===== src/rtl/e1sb_pkg.sv =====
package e1sb_pkg;
  localparam int BYTE_W    = 8;
  localparam int MF_FRAMES = 16;
  localparam int ADDR_W    = 4;
  localparam int SA_N      = 5;

  typedef enum logic [ADDR_W-1:0] {
    A_STATUS = 4'd0,
    A_FAS    = 4'd1,
    A_NFAS   = 4'd2,
    A_SI_F   = 4'd3,
    A_SI_N   = 4'd4,
    A_REM    = 4'd5,
    A_SA4    = 4'd6,
    A_SA8    = 4'd10
  } reg_addr_e;

  typedef struct packed {
    logic [BYTE_W-1:0]           si_f;
    logic [BYTE_W-1:0]           si_n;
    logic [BYTE_W-1:0]           rem;
    logic [SA_N-1:0][BYTE_W-1:0] sa;   // sa[0] = Sa4 ... sa[4] = Sa8
  } mf_set_t;
endpackage


===== src/rtl/e1sb_ts0_deser.sv =====
module e1sb_ts0_deser #(
  parameter int W = 8
) (
  input  logic         clk,
  input  logic         rst_n,
  input  logic         rx_bit,
  input  logic         rx_valid,
  input  logic         rx_ts0,
  input  logic         rx_fas,
  input  logic         rx_mf_start,
  output logic [W-1:0] byte_q,
  output logic         done_q,
  output logic         fas_q,
  output logic         mfh_q
);
  localparam int CW = $clog2(W);

  logic [CW-1:0] cnt;
  logic [W-2:0]  sh;
  logic          mf_hit;
  logic          beat, last;

  assign beat = rx_valid && rx_ts0;
  assign last = beat && (cnt == CW'(W-1));

  always_ff @(posedge clk) begin
    if (!rst_n) begin
      cnt    <= '0;
      sh     <= '0;
      mf_hit <= 1'b0;
      byte_q <= '0;
      done_q <= 1'b0;
      fas_q  <= 1'b0;
      mfh_q  <= 1'b0;
    end else begin
      done_q <= 1'b0;
      if (!rx_ts0) begin
        cnt <= '0;
      end else if (beat) begin
        cnt <= last ? '0 : cnt + 1'b1;
        sh  <= {sh[W-3:0], rx_bit};
        if (cnt == '0) mf_hit <= rx_mf_start;
        if (last) begin
          byte_q <= {sh, rx_bit};
          done_q <= 1'b1;
          fas_q  <= rx_fas;
          mfh_q  <= (cnt == '0) ? rx_mf_start : mf_hit;
        end
      end
    end
  end
endmodule


===== src/rtl/e1sb_dbl_frame.sv =====
module e1sb_dbl_frame #(
  parameter int W = 8
) (
  input  logic         clk,
  input  logic         rst_n,
  input  logic         done,
  input  logic         fas,
  input  logic [W-1:0] byte_in,
  output logic [W-1:0] fas_vis,
  output logic [W-1:0] nfas_vis,
  output logic         upd
);
  logic [W-1:0] nfas_last;

  assign upd = done && fas;

  always_ff @(posedge clk) begin
    if (!rst_n) begin
      nfas_last <= '0;
      fas_vis   <= '0;
      nfas_vis  <= '0;
    end else if (done) begin
      if (fas) begin
        fas_vis  <= byte_in;
        nfas_vis <= nfas_last;
      end else begin
        nfas_last <= byte_in;
      end
    end
  end
endmodule


===== src/rtl/e1sb_mf_gather.sv =====
module e1sb_mf_gather
  import e1sb_pkg::*;
#(
  parameter int W      = BYTE_W,
  parameter int FRAMES = MF_FRAMES
) (
  input  logic           clk,
  input  logic           rst_n,
  input  logic           done,
  input  logic           fas,
  input  logic           mfh,
  input  logic [W-2:0]   spare,   // {Si, A, Sa4..Sa8}
  output mf_set_t        mf_vis,
  output logic           commit
);
  localparam int FW = $clog2(FRAMES);

  logic [FW-1:0] fidx;
  logic          synced;
  mf_set_t       shd, shd_nx;
  logic          take_f, take_n;

  assign take_f = done && fas;
  assign take_n = done && !fas;
  assign commit = done && synced && !mfh && (fidx == FW'(FRAMES-1));

  always_comb begin
    shd_nx      = shd;
    shd_nx.si_f = take_f ? {shd.si_f[W-2:0], spare[W-2]} : shd.si_f;
    shd_nx.si_n = take_n ? {shd.si_n[W-2:0], spare[W-2]} : shd.si_n;
    shd_nx.rem  = take_n ? {shd.rem[W-2:0],  spare[W-3]} : shd.rem;
  end

  for (genvar g = 0; g < SA_N; g++) begin : g_sa
    always_ff @(posedge clk) begin
      if (!rst_n) begin
        shd.sa[g]    <= '0;
        mf_vis.sa[g] <= '0;
      end else begin
        if (take_n) shd.sa[g] <= {shd.sa[g][W-2:0], spare[SA_N-1-g]};
        if (commit) mf_vis.sa[g] <= take_n ? {shd.sa[g][W-2:0], spare[SA_N-1-g]}
                                           : shd.sa[g];
      end
    end
  end

  always_ff @(posedge clk) begin
    if (!rst_n) begin
      fidx        <= '0;
      synced      <= 1'b0;
      shd.si_f    <= '0;
      shd.si_n    <= '0;
      shd.rem     <= '0;
      mf_vis.si_f <= '0;
      mf_vis.si_n <= '0;
      mf_vis.rem  <= '0;
    end else begin
      shd.si_f <= shd_nx.si_f;
      shd.si_n <= shd_nx.si_n;
      shd.rem  <= shd_nx.rem;
      if (done) begin
        if (mfh) begin
          fidx   <= FW'(1);
          synced <= 1'b1;
        end else begin
          fidx <= fidx + 1'b1;
        end
      end
      if (commit) begin
        mf_vis.si_f <= shd_nx.si_f;
        mf_vis.si_n <= shd_nx.si_n;
        mf_vis.rem  <= shd_nx.rem;
      end
    end
  end
endmodule


===== src/rtl/e1sb_host_if.sv =====
module e1sb_host_if
  import e1sb_pkg::*;
(
  input  logic              clk,
  input  logic              rst_n,
  input  logic              df_upd,
  input  logic              mf_upd,
  input  logic [BYTE_W-1:0] fas_vis,
  input  logic [BYTE_W-1:0] nfas_vis,
  input  mf_set_t           mf_vis,
  input  logic              rd_en,
  input  logic [ADDR_W-1:0] rd_addr,
  output logic [BYTE_W-1:0] rd_data,
  output logic              df_flag,
  output logic              mf_flag
);
  logic              clr;
  logic [BYTE_W-1:0] mux;

  assign clr = rd_en && (rd_addr == A_STATUS);

  always_comb begin
    mux = '0;
    if (rd_addr == A_STATUS)    mux = {{(BYTE_W-2){1'b0}}, mf_flag, df_flag};
    else if (rd_addr == A_FAS)  mux = fas_vis;
    else if (rd_addr == A_NFAS) mux = nfas_vis;
    else if (rd_addr == A_SI_F) mux = mf_vis.si_f;
    else if (rd_addr == A_SI_N) mux = mf_vis.si_n;
    else if (rd_addr == A_REM)  mux = mf_vis.rem;
    else if (rd_addr >= A_SA4 && rd_addr <= A_SA8)
      mux = mf_vis.sa[rd_addr - A_SA4];
  end

  always_ff @(posedge clk) begin
    if (!rst_n) begin
      df_flag <= 1'b0;
      mf_flag <= 1'b0;
      rd_data <= '0;
    end else begin
      if (df_upd)   df_flag <= 1'b1;
      else if (clr) df_flag <= 1'b0;
      if (mf_upd)   mf_flag <= 1'b1;
      else if (clr) mf_flag <= 1'b0;
      if (rd_en) rd_data <= mux;
    end
  end
endmodule


===== src/rtl/e1_spare_bit_rx.sv =====
module e1_spare_bit_rx
  import e1sb_pkg::*;
(
  input  logic              clk,
  input  logic              rst_n,
  input  logic              rx_bit,
  input  logic              rx_valid,
  input  logic              rx_ts0,
  input  logic              rx_fas,
  input  logic              rx_mf_start,
  input  logic              rd_en,
  input  logic [ADDR_W-1:0] rd_addr,
  output logic [BYTE_W-1:0] rd_data
);
  logic [BYTE_W-1:0] b_byte;
  logic              b_done, b_fas, b_mfh;
  logic [BYTE_W-1:0] fas_vis, nfas_vis;
  logic              df_upd, mf_commit, df_flag, mf_flag;
  mf_set_t           mf_vis;

  e1sb_ts0_deser #(.W(BYTE_W)) u_deser (
    .clk(clk), .rst_n(rst_n), .rx_bit(rx_bit), .rx_valid(rx_valid),
    .rx_ts0(rx_ts0), .rx_fas(rx_fas), .rx_mf_start(rx_mf_start),
    .byte_q(b_byte), .done_q(b_done), .fas_q(b_fas), .mfh_q(b_mfh)
  );

  e1sb_dbl_frame #(.W(BYTE_W)) u_dbl (
    .clk(clk), .rst_n(rst_n), .done(b_done), .fas(b_fas), .byte_in(b_byte),
    .fas_vis(fas_vis), .nfas_vis(nfas_vis), .upd(df_upd)
  );

  e1sb_mf_gather #(.W(BYTE_W), .FRAMES(MF_FRAMES)) u_mf (
    .clk(clk), .rst_n(rst_n), .done(b_done), .fas(b_fas), .mfh(b_mfh),
    .spare({b_byte[BYTE_W-1], b_byte[BYTE_W-3:0]}),
    .mf_vis(mf_vis), .commit(mf_commit)
  );

  e1sb_host_if u_host (
    .clk(clk), .rst_n(rst_n), .df_upd(df_upd), .mf_upd(mf_commit),
    .fas_vis(fas_vis), .nfas_vis(nfas_vis), .mf_vis(mf_vis),
    .rd_en(rd_en), .rd_addr(rd_addr), .rd_data(rd_data),
    .df_flag(df_flag), .mf_flag(mf_flag)
  );
endmodule


===== config.mk =====
export PLATFORM = sky130hd
export DESIGN_NAME = e1_spare_bit_rx
export DESIGN_NICKNAME = d
export VERILOG_FILES = /design/src/rtl/e1sb_pkg.sv /design/src/rtl/e1sb_ts0_deser.sv /design/src/rtl/e1sb_dbl_frame.sv /design/src/rtl/e1sb_mf_gather.sv /design/src/rtl/e1sb_host_if.sv /design/src/rtl/e1_spare_bit_rx.sv
export SDC_FILE = /design/constraint.sdc
export NUM_CORES = 1
export LEC_CHECK = 0
export BUFFER_PORTS_ARGS = -buffer_cell sky130_fd_sc_hd__buf_2
export CELL_PAD_IN_SITES_DETAIL_PLACEMENT = 0
export CELL_PAD_IN_SITES_GLOBAL_PLACEMENT = 2
export CORE_UTILIZATION = 36
export DETAILED_ROUTE_END_ITERATION = 10
export GPL_ROUTABILITY_DRIVEN = 0
export PLACE_DENSITY = 0.82
export SETUP_SLACK_MARGIN = 0.4
export SLEW_MARGIN = 25
export SYNTH_ARGS = -nofsm -noshare
export SYNTH_HDL_FRONTEND = slang
export SYNTH_SLANG_ARGS = --single-unit

===== constraint.sdc =====
create_clock -name clk -period 1.95 [get_ports clk]
set_clock_uncertainty 0.1 [all_clocks]
set_input_delay 0.39 -clock clk [delete_from_list [all_inputs] [get_ports clk]]
set_output_delay 0.39 -clock clk [all_outputs]
set_load 0.005 [all_outputs]

**Word level (Yosys, flattened, before mapping)**

Cells that the tools add are included.

- Register bits after elaboration: 189
- Latch bits: 0
- Bits in writable memories: 0
- Memory bits (read-only): 0
- Input bits: 12
- Output and inout port bits: 8
- Word-level logic and storage cells: 91
- Memories kept: 0

- $add $sub $neg: 3
- Multipliers: 0
- Divide/modulo/power cells: 0
- $lt $le $gt $ge: 3
- Eq/ne operators: 7
- Shift-type cells: 0
- Multiplexer cells: 24
- Bitwise logic cells: 1
- Reduce and logical (&&, ||, !) cells: 22

Operator list:

| cell | count |
|---|---|
| $mux 8 | 16 |
| $bmux 8 s3 | 1 |
| $reduce_and 2->1 | 5 |
| $logic_and 1x1->1 | 9 |
| $eq 4x2->1 const B | 2 |
| $eq 4x3->1 const B | 2 |
| $reduce_and 3->1 | 2 |
| $mux 1 | 5 |
| $add 4x1->4 const B | 1 |
| $eq 4x1->1 const B | 1 |
| $eq 4x4->1 const B | 1 |
| $ge 4x3->1 const B | 1 |
| $le 4x4->1 const B | 1 |
| $logic_not 4->1 | 1 |
| $lt 4x4->1 const B | 1 |
| $mux 4 | 1 |
| $reduce_bool 2->1 | 2 |
| $sub 4x3->4 const B | 1 |
| $add 3x1->3 const B | 1 |
| $eq 3x3->1 const B | 1 |
| $logic_not 3->1 | 1 |
| $mux 3 | 1 |
| $logic_not 1->1 | 2 |
| $not 1->1 | 1 |

**Logic depth before layout (Yosys ltp)**

- Word-level depth: 10
- Depth in mapped cells: 9

**Modules after synthesis**

Synthesis repeated with hierarchy kept, for this count alone.

- Cell total of the unflattened synthesis: 830
- Area, all modules: 7928.9 um2

Modules (own cells, without submodules):

| module | times used | cells each | area an instance (um2) | seq. area each (um2) |
|---|---|---|---|---|
| e1sb_mf_gather | 1 | 454 | 4729.5 | 2662.6 |
| e1sb_host_if | 1 | 184 | 1336.3 | 200.2 |
| e1sb_ts0_deser | 1 | 102 | 945.9 | 440.4 |
| e1sb_dbl_frame | 1 | 90 | 917.1 | 480.5 |

**Worst setup path before layout**

No wires, ideal clock.

- Kind: in2reg
- From: input rd_addr[2]
- To: register u_host.rd_data[0]
- Library setup time: 0.130 ns
- Arrival: 1.686 ns
- Setup slack: 0.034 ns
- Stages on the path: 8
- Cells stage by stage: buf_4 > inv_1 > ha_1 > mux2_2 > a21oi_1 > o22ai_1 > a21oi_1 > o22ai_1

- Word-level cells in the longest chain between the ends: 10
- Elaborated cells between the ends (all ways): 19
- Those cells by class: add/sub (1); order compare (2); eq/ne (5); mux (9); reduce/logical (2)

Ends and longest elaborated chain:

| element | RTL line | text |
|---|---|---|
| from (decl) | e1_spare_bit_rx.sv:12 | `input logic [ADDR_W-1:0] rd_addr,` |
| $sub 4x3->4 | e1sb_host_if.sv:31 | `mux = mf_vis.sa[rd_addr - A_SA4];` |
| $bmux 8 s3 | e1sb_host_if.sv:31 |  |
| $mux 8 (implied by the code) | e1sb_host_if.sv:31 |  |
| $mux 8 | e1sb_host_if.sv:30 | `else if (rd_addr >= A_SA4 && rd_addr <= A_SA8)` |
| $mux 8 | e1sb_host_if.sv:29 | `else if (rd_addr == A_REM) mux = mf_vis.rem;` |
| $mux 8 | e1sb_host_if.sv:28 | `else if (rd_addr == A_SI_N) mux = mf_vis.si_n;` |
| $mux 8 | e1sb_host_if.sv:27 | `else if (rd_addr == A_SI_F) mux = mf_vis.si_f;` |
| $mux 8 | e1sb_host_if.sv:26 | `else if (rd_addr == A_NFAS) mux = nfas_vis;` |
| $mux 8 | e1sb_host_if.sv:25 | `else if (rd_addr == A_FAS) mux = fas_vis;` |
| $mux 8 (*) | e1sb_host_if.sv:24 | `if (rd_addr == A_STATUS) mux = {{(BYTE_W-2){1'b0}}, mf_flag, df_flag};` |
| to (signal assigned) | e1sb_host_if.sv:44 | `if (rd_en) rd_data <= mux;` |
| to (decl) | e1sb_host_if.sv:13 | `output logic [BYTE_W-1:0] rd_data,` |

Mark *: on every way between the ends. The rest lies on a longest branch, timed or not. The select of a mux whose other input is x is not followed.
A chain may end at the register's enable or synchronous reset.

**Worst setup path in the final report**

- From: register u_deser.done_q
- To: register u_mf.mf_vis[25] (netlist name)

- Word-level cells in the longest chain between the ends: 3
- Elaborated cells between the ends (all ways): 5
- Those cells by class: mux (1); reduce/logical (4)

Ends and longest elaborated chain:

| element | RTL line | text |
|---|---|---|
| from (decl) | e1sb_ts0_deser.sv:12 | `output logic done_q,` |
| from (signal assigned) | e1sb_ts0_deser.sv:32 | `done_q <= 1'b0;` |
| from (signal assigned) | e1sb_ts0_deser.sv:36 | `done_q <= 1'b0;` |
| from (signal assigned) | e1sb_ts0_deser.sv:45 | `done_q <= 1'b1;` |
| $logic_and 1x1->1 (3 in a row) | e1sb_mf_gather.sv:25 | `assign commit = done && synced && !mfh && (fidx == FW'(FRAMES-1));` |

Parallel ways exist; a longest one is shown, timed or not.

==> out/metrics.csv <==
stage,metric,value,unit
worst_setup_path,crit_slowest_cell,dfxtp_2,
drt,wl_per_cell,17.5,um
global_route,grt-ovfl-total,0,
worst_setup_path,crit_end,u_mf.mf_vis[25]$_SDFFE_PN0P_,
yosys,synth.yosys.warnings,0,
floorplan,start_util,0.371,
clocking,htree_levels,4,
timing,fmax,0.626,GHz
clocking,cts_buffers,17,
cells_and_area,finalNetCount,917,
worst_setup_path,worstPathRequired,2.18,ns
pwr,irDropWorstVdd,0.479,mV
timing,slew_violations,0,
yosys,synth_top_area_share,0.479,
drt,drcViolationCount,0,
pwr,pwr-share-clk,0.433,
worst_setup_path,r2r-end,u_mf.mf_vis[25]$_SDFFE_PN0P_,
timing,tightest_slew,0.435,ns
yosys,synth_nets,869,
pwr,p_sw_frac,0.233,
pwr,internal_power,5.76,mW
floorplan,io_pins,20,
worst_setup_path,cpLargestDelayFamily,buffers and inverters,
yosys,synth_ff_type,dfxtp_1,
worst_setup_path,cp-start-kind,register,
yosys,synthTopCellsByArea,"dfxtp_1 (48%), mux2i_1 (9.0%), o211a_1 (8.2%)",
timing,period_minus_slack,1.60,ns
worst_setup_path,worst_setup_path_end_kind,register,
yosys,synth_top_family_by_area,compound AO/OA/AOI/OAI gates,
drt,drt_pass1_iterations,7,
yosys,seq_area_frac_synth,0.479,
worst_setup_path,r2r_slack,0.35,ns
pwr,comb_power_share,0.050,
timing,hold_viol,0,
timing,period_share,0.820,
cells_and_area,final_layout_size_suffix_gt1_frac,0.200,
placement,pre_cts_ws,-0.0383,ns
clocking,ctsHoldBuffers,0,
yosys,synth_compound_area_frac,0.185,
yosys,syn_area,7890,sq um
worst_setup_path,cp_num_cells,6,
yosys,synth_cell_types,47,
timing,holdWs,0.0987,ns
placement,dp_hpwl,13.0,mm
yosys,yosys.area.top_type,dfxtp_1,
yosys,synthCells,851,
floorplan,dieWidth,150,um
timing,finalSetupTns,0,ns
clocking,cts_tree,yes,
worst_setup_path,r2r_cells,6,
pwr,power.leakage,4.25,nW
timing,setup_ws,0.352,ns
yosys,synth_edf_count,0,
pwr,switching_power,1.75,mW
placement,dp_cells,1130,
worst_setup_path,cp_max_fo,9,
yosys,ys_ff_latch,189,
worst_setup_path,r2r-start,u_deser.done_q$_SDFF_PN0_,
drt,viasPerCell,5.13,
yosys,avgSynthCellArea,9.28,sq um
global_route,grt_use_total,0.179,
yosys,synth.area.mux_share,0.102,
drt,num_vias,6094,
global_route,antenna_found_initial,0,
global_route,grt_pass1_vias,5584,
yosys,synthXorXnorAreaFrac,0,
worst_setup_path,crit_type,reg -> reg,
yosys,synth_fa_ha_area_frac,0.00951,
cells_and_area,fillers,2057,
floorplan,dieArea,22500,sq um
timing,max-slew-margin-rel,0.710,
timing,rsz0062_at_grt,yes,
placement,io_buffer_count,19,
global_route,grt_pass1_wl,30.6,mm
floorplan,row_count,53,
outcome,outcome,completed,
drt,wl,20.7,mm
worst_setup_path,startpoint,u_deser.done_q$_SDFF_PN0_,
flow_run,cap_violations,0,
drt,drtAntennaViolNets,0,
drt,first_iter_violations,333,
floorplan,core-area,21300,sq um
worst_hold_path,hp-class,in -> reg,
global_route,grt_max_degree,64,
clocking,path_clk_slew,0.07,ns
worst_setup_path,crit_chain,nor2b_4 > buf_4 > clkbuf_16 > mux2i_1 > nand2_1 > o211a_1,
worst_setup_path,cp.arrival,1.82,ns
pwr,p_seq_frac,0.517,
cells_and_area,area_growth,23.6,%
yosys,synthArstFlopShare,0,
worst_setup_path,cp.buffers_inverters,2,
clocking,insertion_delay,0.43,ns
clocking,cts_sinks,189,
worst_setup_path,slowest_delay,0.36,ns
cells_and_area,layoutNonFillerInstCount,1187,
cells_and_area,antenna_cells,0,
clocking,clockBufferDepth,2,
floorplan,die_y,150,um
timing,setup_viol,0,
pwr,powerDensity,769,nW/um^2
yosys,yosys.area_share.simple,0.181,
clocking,root_buffer,clkbuf_16,
-- metal layers --
layer  vias up  part of all wire  global-route usage
li1       3061                 -                   -
met1      2908              0.50               0.248
met2       104              0.45               0.277
met3        21             0.033              0.0345
met4         0             0.019              0.0616
met5         -                 0                   0
-- power groups by stage --
| stage | Sequential, mW | Clock (mW) | Combinational, mW |
|---|---|---|---|
| 2_1_floorplan | 3.96 | 0 | 0.235 |
| 3_3_place_gp | 3.97 | 0 | 0.363 |
| 3_5_place_dp | 3.97 | 0 | 0.360 |
| 4_1_cts | 3.88 | 3.32 | 0.363 |
| 5_1_grt | 3.88 | 3.48 | 0.410 |
| 6_report | 3.88 | 3.25 | 0.376 |
-- placed cells by master, fill, tap and decap left out, types with 3 or more instances in the layout --
cell type	Yosys	final
a21boi_0	12	5
a21boi_2	0	5
a21oi_1	67	65
a22oi_1	4	4
a31oi_1	4	4
and2_1	6	5
and3b_1	3	3
buf_12	0	13
buf_16	0	4
buf_2	25	15
buf_4	3	44
buf_6	2	8
clkbuf_1	32	3
clkbuf_16	0	22
clkinv_4	0	3
dfxtp_1	189	184
dfxtp_2	0	5
ha_1	6	4
inv_1	10	9
inv_6	0	4
mux2_2	6	5
mux2i_1	71	61
mux2i_2	0	5
mux2i_4	0	5
nand2_1	160	146
nand2_2	0	14
nand2b_1	5	4
nand3_1	13	12
nor2_1	23	22
nor2b_1	79	77
nor3_1	4	3
o211a_1	65	65
o211ai_1	3	3
o21ai_0	19	19
o22ai_1	8	8
-- state kept, by name, indices dropped and copies added (netlist names), 3 cells and up --
register,cells
u_mf.mf_vis,64
u_mf.shd,64
u_dbl.fas_vis,8
u_dbl.nfas_last,8
u_dbl.nfas_vis,8
u_deser.byte_q,8
u_host.rd_data,8
u_deser.sh,7
u_mf.fidx,4
u_deser.cnt,3
-- cells in the mapped netlist, types with 2 or more instances --
library cell  instances
a21o_1                2
o211ai_1              3
inv_1                10
nand3_1              13
a21boi_0             12
a221o_1               2
a31oi_1               4
mux2i_1              71
ha_1                  6
mux2_2                6
a21oi_1              67
buf_6                 2
and3b_1               3
o21a_1                2
and2_1                6
nor3b_1               2
o211a_1              65
nand2b_1              5
nor2_1               23
and3_1                3
o22ai_1               8
nor3_1                4
buf_4                 3
a22oi_1               4
clkbuf_1             32
o21ai_0              19
buf_2                25
nand2_1             160
dfxtp_1             189
a22o_1                2
a211oi_1              3
a2bb2oi_1             2
nor2b_1              79
-- worst min path at each step --
stage | startpoint | endpoint | slack [ns] | cells past startpoint
floorplan | u_dbl.nfas_last[0]$_SDFFE_PN0P_ | u_dbl.nfas_vis[0]$_SDFFE_PN0P_ | 0.33 | 2
global placement | u_dbl.nfas_last[5]$_SDFFE_PN0P_ | u_dbl.nfas_vis[5]$_SDFFE_PN0P_ | 0.34 | 2
detailed placement | u_dbl.nfas_last[5]$_SDFFE_PN0P_ | u_dbl.nfas_vis[5]$_SDFFE_PN0P_ | 0.35 | 2
CTS | rx_bit | u_deser.sh[0]$_SDFFE_PN0P_ | 0.09 | 3
global route | rx_bit | u_deser.sh[0]$_SDFFE_PN0P_ | 0.09 | 3
finish | rx_bit | u_deser.sh[0]$_SDFFE_PN0P_ | 0.1 | 3
-- repair_timing --
action / CTS / global route
gates cloned: 3 / 7
setup endpoints to repair: 59 / 81
pin swaps: 1 / 3
resized for setup: 32 / 52
setup buffers: 8 / 7
endpoints found under the hold margin: 0 / 0
-- worst register-to-register path, stage by stage (launching register included) --
cell       delay [ns]
dfxtp_2          0.36
nor2b_4          0.18
buf_4            0.19
clkbuf_16        0.21
mux2i_1          0.26
nand2_1          0.08
o211a_1          0.12
-- stage by stage --
| stage | area, sq um | util | power [mW] |
|---|---|---|---|
| 5_1_grt | 9750 | 0.458 | 7.77 |
| 2_1_floorplan | 7950 | - | 4.20 |
| 3_5_place_dp | 8570 | 0.403 | 4.33 |
| 3_3_place_gp | 8570 | 0.403 | 4.33 |
| 6_report | 9750 | 0.458 | 7.51 |
| 4_1_cts | 9370 | 0.440 | 7.56 |
-- logic make-up (layout without fill, tap and decap cells) --
kind of cell,Yosys count,after routing
buf+inv,75,136
mux,78,78
simple gates,302,302
fa+ha+maj,6,6
flops,189,189
compound gates,201,201
-- final cells by class --
cell class,instances,area [sq um],share of cell area
sequential,189,3790,0.389
tap,275,344,0.0353
multi-input combinational,587,4000,0.410
inverter,12,50.0,0.00513
clock buffer,22,464,0.0476
timing repair buffer,92,1030,0.105
clock inverter,10,81.3,0.00834
Note: power is estimated with default switching activity, not from simulation.
